## src/rtl/pbp_pkg.sv

```systemverilog
package pbp_pkg;
  typedef enum logic [1:0] {
    ST_IDLE  = 2'd0,
    ST_PARK  = 2'd1,
    ST_REQ   = 2'd2,
    ST_START = 2'd3
  } pbp_state_e;
endpackage

```

## src/rtl/pbp_sense.sv

```systemverilog
module pbp_sense (
  input  logic gnt_n,
  input  logic frame_n,
  input  logic irdy_n,
  output logic gnt_on,
  output logic bus_idle
);
  // Active-low pins decoded to active-high conditions (R5: idle needs both high)
  always_comb begin
    gnt_on   = ~gnt_n;
    bus_idle = frame_n & irdy_n;
  end
endmodule

```

## src/rtl/pbp_fsm.sv

```systemverilog
module pbp_fsm
  import pbp_pkg::*;
(
  input  logic       clk,
  input  logic       rst,
  input  logic       gnt_on,
  input  logic       bus_idle,
  input  logic       req_pending,
  output pbp_state_e state_q,
  output pbp_state_e state_d
);
  always_comb begin
    state_d = state_q;
    case (state_q)
      ST_IDLE: begin
        if (req_pending)                state_d = ST_REQ;
        else if (gnt_on && bus_idle)    state_d = ST_PARK;
      end
      ST_PARK: begin
        if (!gnt_on)                    state_d = ST_IDLE;
        else if (req_pending)           state_d = ST_START;
      end
      ST_REQ: begin
        if (!req_pending)               state_d = ST_IDLE;
        else if (gnt_on && bus_idle)    state_d = ST_START;
      end
      ST_START:                         state_d = ST_IDLE;
      default:                          state_d = ST_IDLE;
    endcase
  end

  always_ff @(posedge clk) begin
    if (rst) state_q <= ST_IDLE;
    else     state_q <= state_d;
  end

  // a grant on a busy bus keeps the request waiting
  assert_wait_busy_R11: assert property (@(posedge clk) disable iff (rst)
    (state_q == ST_REQ && req_pending && !bus_idle) |=> (state_q == ST_REQ));

  // a withdrawn request never reaches the start state
  assert_withdraw_R10: assert property (@(posedge clk) disable iff (rst)
    (state_q == ST_REQ && !req_pending) |=> (state_q == ST_IDLE));
endmodule

```

## src/rtl/pbp_drive.sv

```systemverilog
module pbp_drive
  import pbp_pkg::*;
(
  input  logic       clk,
  input  logic       rst,
  input  pbp_state_e state_d,
  output logic       ext_req_n,
  output logic       ad_cbe_oe,
  output logic       par_oe,
  output logic       txn_start
);
  logic drive_next;
  always_comb drive_next = (state_d == ST_PARK) || (state_d == ST_START);

  always_ff @(posedge clk) begin
    if (rst) begin
      ext_req_n <= 1'b1;
      ad_cbe_oe <= 1'b0;
      par_oe    <= 1'b0;
      txn_start <= 1'b0;
    end else begin
      ext_req_n <= (state_d != ST_REQ);
      ad_cbe_oe <= drive_next;
      // parity trails the AD/CBE enable by one clock
      par_oe    <= drive_next && ad_cbe_oe;
      txn_start <= (state_d == ST_START);
    end
  end

  assert_par_after_ad_R3: assert property (@(posedge clk) disable iff (rst)
    $rose(par_oe) |-> (ad_cbe_oe && $past(ad_cbe_oe)));

  assert_start_single_R9: assert property (@(posedge clk) disable iff (rst)
    txn_start |=> !txn_start);

  assert_start_drives_R7: assert property (@(posedge clk) disable iff (rst)
    txn_start |-> (ad_cbe_oe && ext_req_n));
endmodule

```

## src/rtl/pbp_park_ctrl.sv

```systemverilog
module pbp_park_ctrl
  import pbp_pkg::*;
(
  input  logic clk,
  input  logic rst,
  input  logic gnt_n,
  input  logic req_pending,
  input  logic frame_n,
  input  logic irdy_n,
  output logic ext_req_n,
  output logic ad_cbe_oe,
  output logic par_oe,
  output logic txn_start
);
  logic       gnt_on;
  logic       bus_idle;
  pbp_state_e state_q;
  pbp_state_e state_d;

  pbp_sense u_sense (
    .gnt_n    (gnt_n),
    .frame_n  (frame_n),
    .irdy_n   (irdy_n),
    .gnt_on   (gnt_on),
    .bus_idle (bus_idle)
  );

  pbp_fsm u_fsm (
    .clk         (clk),
    .rst         (rst),
    .gnt_on      (gnt_on),
    .bus_idle    (bus_idle),
    .req_pending (req_pending),
    .state_q     (state_q),
    .state_d     (state_d)
  );

  pbp_drive u_drive (
    .clk       (clk),
    .rst       (rst),
    .state_d   (state_d),
    .ext_req_n (ext_req_n),
    .ad_cbe_oe (ad_cbe_oe),
    .par_oe    (par_oe),
    .txn_start (txn_start)
  );

  assert_release_on_loss_R4: assert property (@(posedge clk) disable iff (rst)
    (state_q == ST_PARK && gnt_n) |=> (!ad_cbe_oe && !par_oe));

  assert_park_no_request_R2: assert property (@(posedge clk) disable iff (rst)
    (state_q == ST_PARK) |-> ext_req_n);

  assert_no_gap_R8: assert property (@(posedge clk) disable iff (rst)
    (state_q == ST_PARK && !gnt_n && req_pending && par_oe) |=> (ad_cbe_oe && par_oe && txn_start));
endmodule

```

## config.mk

```make
export PLATFORM = sky130hd
export DESIGN_NAME = pbp_park_ctrl
export DESIGN_NICKNAME = d
export VERILOG_FILES = /design/src/rtl/pbp_pkg.sv /design/src/rtl/pbp_sense.sv /design/src/rtl/pbp_fsm.sv /design/src/rtl/pbp_drive.sv /design/src/rtl/pbp_park_ctrl.sv
export SDC_FILE = /design/constraint.sdc
export NUM_CORES = 1
export LEC_CHECK = 0
export BUFFER_PORTS_ARGS = -buffer_cell sky130_fd_sc_hd__buf_2
export CAP_MARGIN = 15
export CELL_PAD_IN_SITES_DETAIL_PLACEMENT = 1
export CELL_PAD_IN_SITES_GLOBAL_PLACEMENT = 2
export CORE_AREA = 2 2 39 41
export CTS_BUF_LIST = sky130_fd_sc_hd__clkbuf_8
export DETAILED_ROUTE_END_ITERATION = 10
export DIE_AREA = 0 0 41 43
export HOLD_SLACK_MARGIN = 0.1
export PLACE_DENSITY_LB_ADDON = 0.1
export SLEW_MARGIN = 20
export SYNTH_ARGS = -nofsm -noshare
export SYNTH_HDL_FRONTEND = slang
export SYNTH_HIERARCHICAL = 1
export SYNTH_SLANG_ARGS = --single-unit
```

## constraint.sdc

```tcl
create_clock -name clk -period 3.15 [get_ports clk]
set_clock_uncertainty 0.15 [all_clocks]
set_input_delay 0.4725 -clock clk [delete_from_list [all_inputs] [get_ports clk]]
set_output_delay 0.4725 -clock clk [all_outputs]
set_load 0.01 [all_outputs]
```

==> flow_summary.ini <==
[run_status]
outcome = completed

[routing]
dr.first_iter.drc_count = 0
first_pass_iters = 1
vias_per_cell = 4.00
wl_per_cell_um = 9.69
drt-total-wl_um = 475
drc_errors = 0
vias = 196
final_antenna_net_count = 0

[global_route]
grt-ovfl-total = 0
gr-usage-met1_pct = 8.33
grt_pass1_wl_um = 828
met3_usage_pct = 9.42
grtUsageMet2_pct = 9.69
grt_max_degree = 7
grt_pass1_vias = 206
antenna_found_initial = 0
grt_util_all_layers_pct = 7.82
grt-busiest-layer = met2

[timing]
setup_tns_ns = 0
rsz0062_at_grt = no
holdWs_ns = 0.323
worst_pin_slew_ns = 0.237
fmax_ghz = 0.644
slew_viol_final = 0
post-route-period-util_pct = 49.3
max_slew_margin_pct = 84.2
period_needed_ns = 1.55
hold_viol = 0
setup_viol = 0

[setup_path]
worstPathArrival_ns = 1.50
critPathKind = in2reg
rrSetupSlack_ns = 1.80
critPathCapture = u_drive/ext_req_n$_SDFF_PP1_
cp-end-kind = flop
path_cells = buf_2 > and2_1 > nor2b_1 > o21bai_4 > nand2_1 > or3b_1
reg2regPathDepth = 4
cp_slowest_cell = or3b_1
max_stage_delay_ns = 0.37
worstPathRequired_ns = 3.10
crit_start = frame_n
timing.rr.end = u_drive/ext_req_n$_SDFF_PP1_
cp_max_fo = 4
critPathLaunchType = primary input
rr_startpoint = u_fsm/state_q[0]$_SDFF_PP0_

[place]
io_buffers = 9
dp_cells = 46
place_congestion = 0.617

[cts]
insertion_delay_ns = 0.22
cts_setup_buffers = 0
cts.clk_slew.worst_paths_ns = 0.04
clockBufferDepth = 2
clock-sinks = 6
cts_root_buf = clkbuf_8
cts_hold_buffers = 0
cts_tree = yes
h-tree-depth = 1
cts_resized = 0
numCtsBuffers = 3

[power]
pwr-share-clk_pct = 53.9
powerDensity_nw_per_um2 = 587
p_leak_nw = 0.170
p_int_uw = 170
power_switching_uw = 38.4
swShare_pct = 18.4
p_total_uw = 208
seqPwrFrac_pct = 38.4
combPwrFrac_pct = 7.7
peakVddDrop_mv = 0.264

[logic_synthesis]
syn_inst = 21
ys_ff_latch = 6
ys_seq_area_share_pct = 48.5
ys_warn_count = 6
netlist-cell-type-count = 13
synth_fp_nets = 27
syn_area_um2 = 248
syn_avg_cell_area_um2 = 11.8

[hold_path]
hold_class = in2reg

[floorplanning]
initial_utilization_pct = 17.9
fp.dieH_um = 43
die_area_um2 = 1760
chipWidth_um = 41
core_area_um2 = 1380
top_level_ports = 10
rows = 14

[layout]
register_area_um2 = 120
n_antenna_cell = 0
layout.nets = 41
area_growth_pct = 42.9
finish.utilization_pct = 25.6
fillerInstances = 164
multiInputGateArea_um2 = 124
drive_gt1_share_pct = 54.5
final_cells = 49

[flow_run]
drv_cap = 0
## critical path: cells and delay by family
| kind | cells | cell delay, ns |
|---|---|---|
| and+or+nand+nor | 4 | 0.80 |
| buffers and inverters | 1 | 0.09 |
| AOI/OAI and AO/OA | 1 | 0.13 |
## layer usage
layer	wire length [µm]	share of wire, %
met1	195	41
met2	228	48
met3	51	11
met4	0	0
met5	0	0
## registers in the layout, summed over array words and instances (netlist names)
register,cells
u_drive/par_oe,1
u_drive/ext_req_n,1
u_drive/txn_start,1
u_fsm/state_q,2
u_drive/ad_cbe_oe,1
## power groups by stage
stage / logic, mW / registers, mW / clock network [mW]
finish: 0.0160 / 0.0800 / 0.112
global route: 0.0181 / 0.0802 / 0.121
CTS: 0.0163 / 0.0800 / 0.116
detailed placement: 0.0163 / 0.0811 / 0
global placement: 0.0160 / 0.0810 / 0
floorplan: 0.00896 / 0.0817 / 0
## synth_stat cells
library cell  count  share of area [%]
dfxtp_1           6                 48
and2b_1           1                3.0
a21boi_2          1                4.5
a21oi_2           1                3.5
nand4_1           1                2.5
or3b_1            1                3.5
o21bai_4          1                7.6
and3b_2           2                8.1
nor2b_1           3                7.6
nand2b_4          1                5.6
and2_1            1                2.5
nand2_1           1                1.5
inv_1             1                1.5
## area by class of cell
| type | count | area share, % |
|---|---|---|
| Inverter | 1 | 1.06 |
| Sequential cell | 6 | 33.9 |
| Timing Repair Buffer | 9 | 12.7 |
| Multi-Input combinational cell | 14 | 35.0 |
| Tap cell | 16 | 5.65 |
| Clock buffer | 3 | 11.7 |
## metrics by stage
| stage | setup slack (ns) | instance area, µm² |
|---|---|---|
| 2_1_floorplan | 1.56 | 248 |
| 3_3_place_gp | 1.40 | 313 |
| 3_5_place_dp | 1.36 | 313 |
| 4_1_cts | 1.59 | 354 |
| 5_1_grt | 1.50 | 354 |
| 6_report | 1.60 | 354 |
## cells in the final DEF, fill, tap and decap left out, drive strengths merged, types with 2 or more instances in the layout
master	n
clkbuf	3
and3b	2
buf	9
dfxtp	6
nor2b	3
## cell families (layout without fill, tap and decap cells)
kind of cell	Yosys count	after routing	share of synthesized area (%)
simple gates	11	11	34.3
flops	6	6	48.5
compound gates	3	3	15.7
buf+inv	1	13	1.51
## how the worst min path moves through the flow
| stage | startpoint | to | slack, ns | depth (start not counted) |
|---|---|---|---|---|
| 3_5_place_dp | u_fsm/state_q[1]$_SDFF_PP0_ | u_fsm/state_q[0]$_SDFF_PP0_ | 0.35 | 2 |
| 2_1_floorplan | u_fsm/state_q[1]$_SDFF_PP0_ | u_fsm/state_q[0]$_SDFF_PP0_ | 0.32 | 2 |
| 3_3_place_gp | u_drive/ad_cbe_oe$_SDFF_PP0_ | u_drive/par_oe$_SDFF_PP0_ | 0.34 | 1 |
| 4_1_cts | rst | u_fsm/state_q[0]$_SDFF_PP0_ | 0.32 | 2 |
| 5_1_grt | rst | u_fsm/state_q[0]$_SDFF_PP0_ | 0.33 | 2 |
| 6_report | rst | u_fsm/state_q[0]$_SDFF_PP0_ | 0.32 | 2 |
Note: power is estimated with default switching activity, not from simulation.
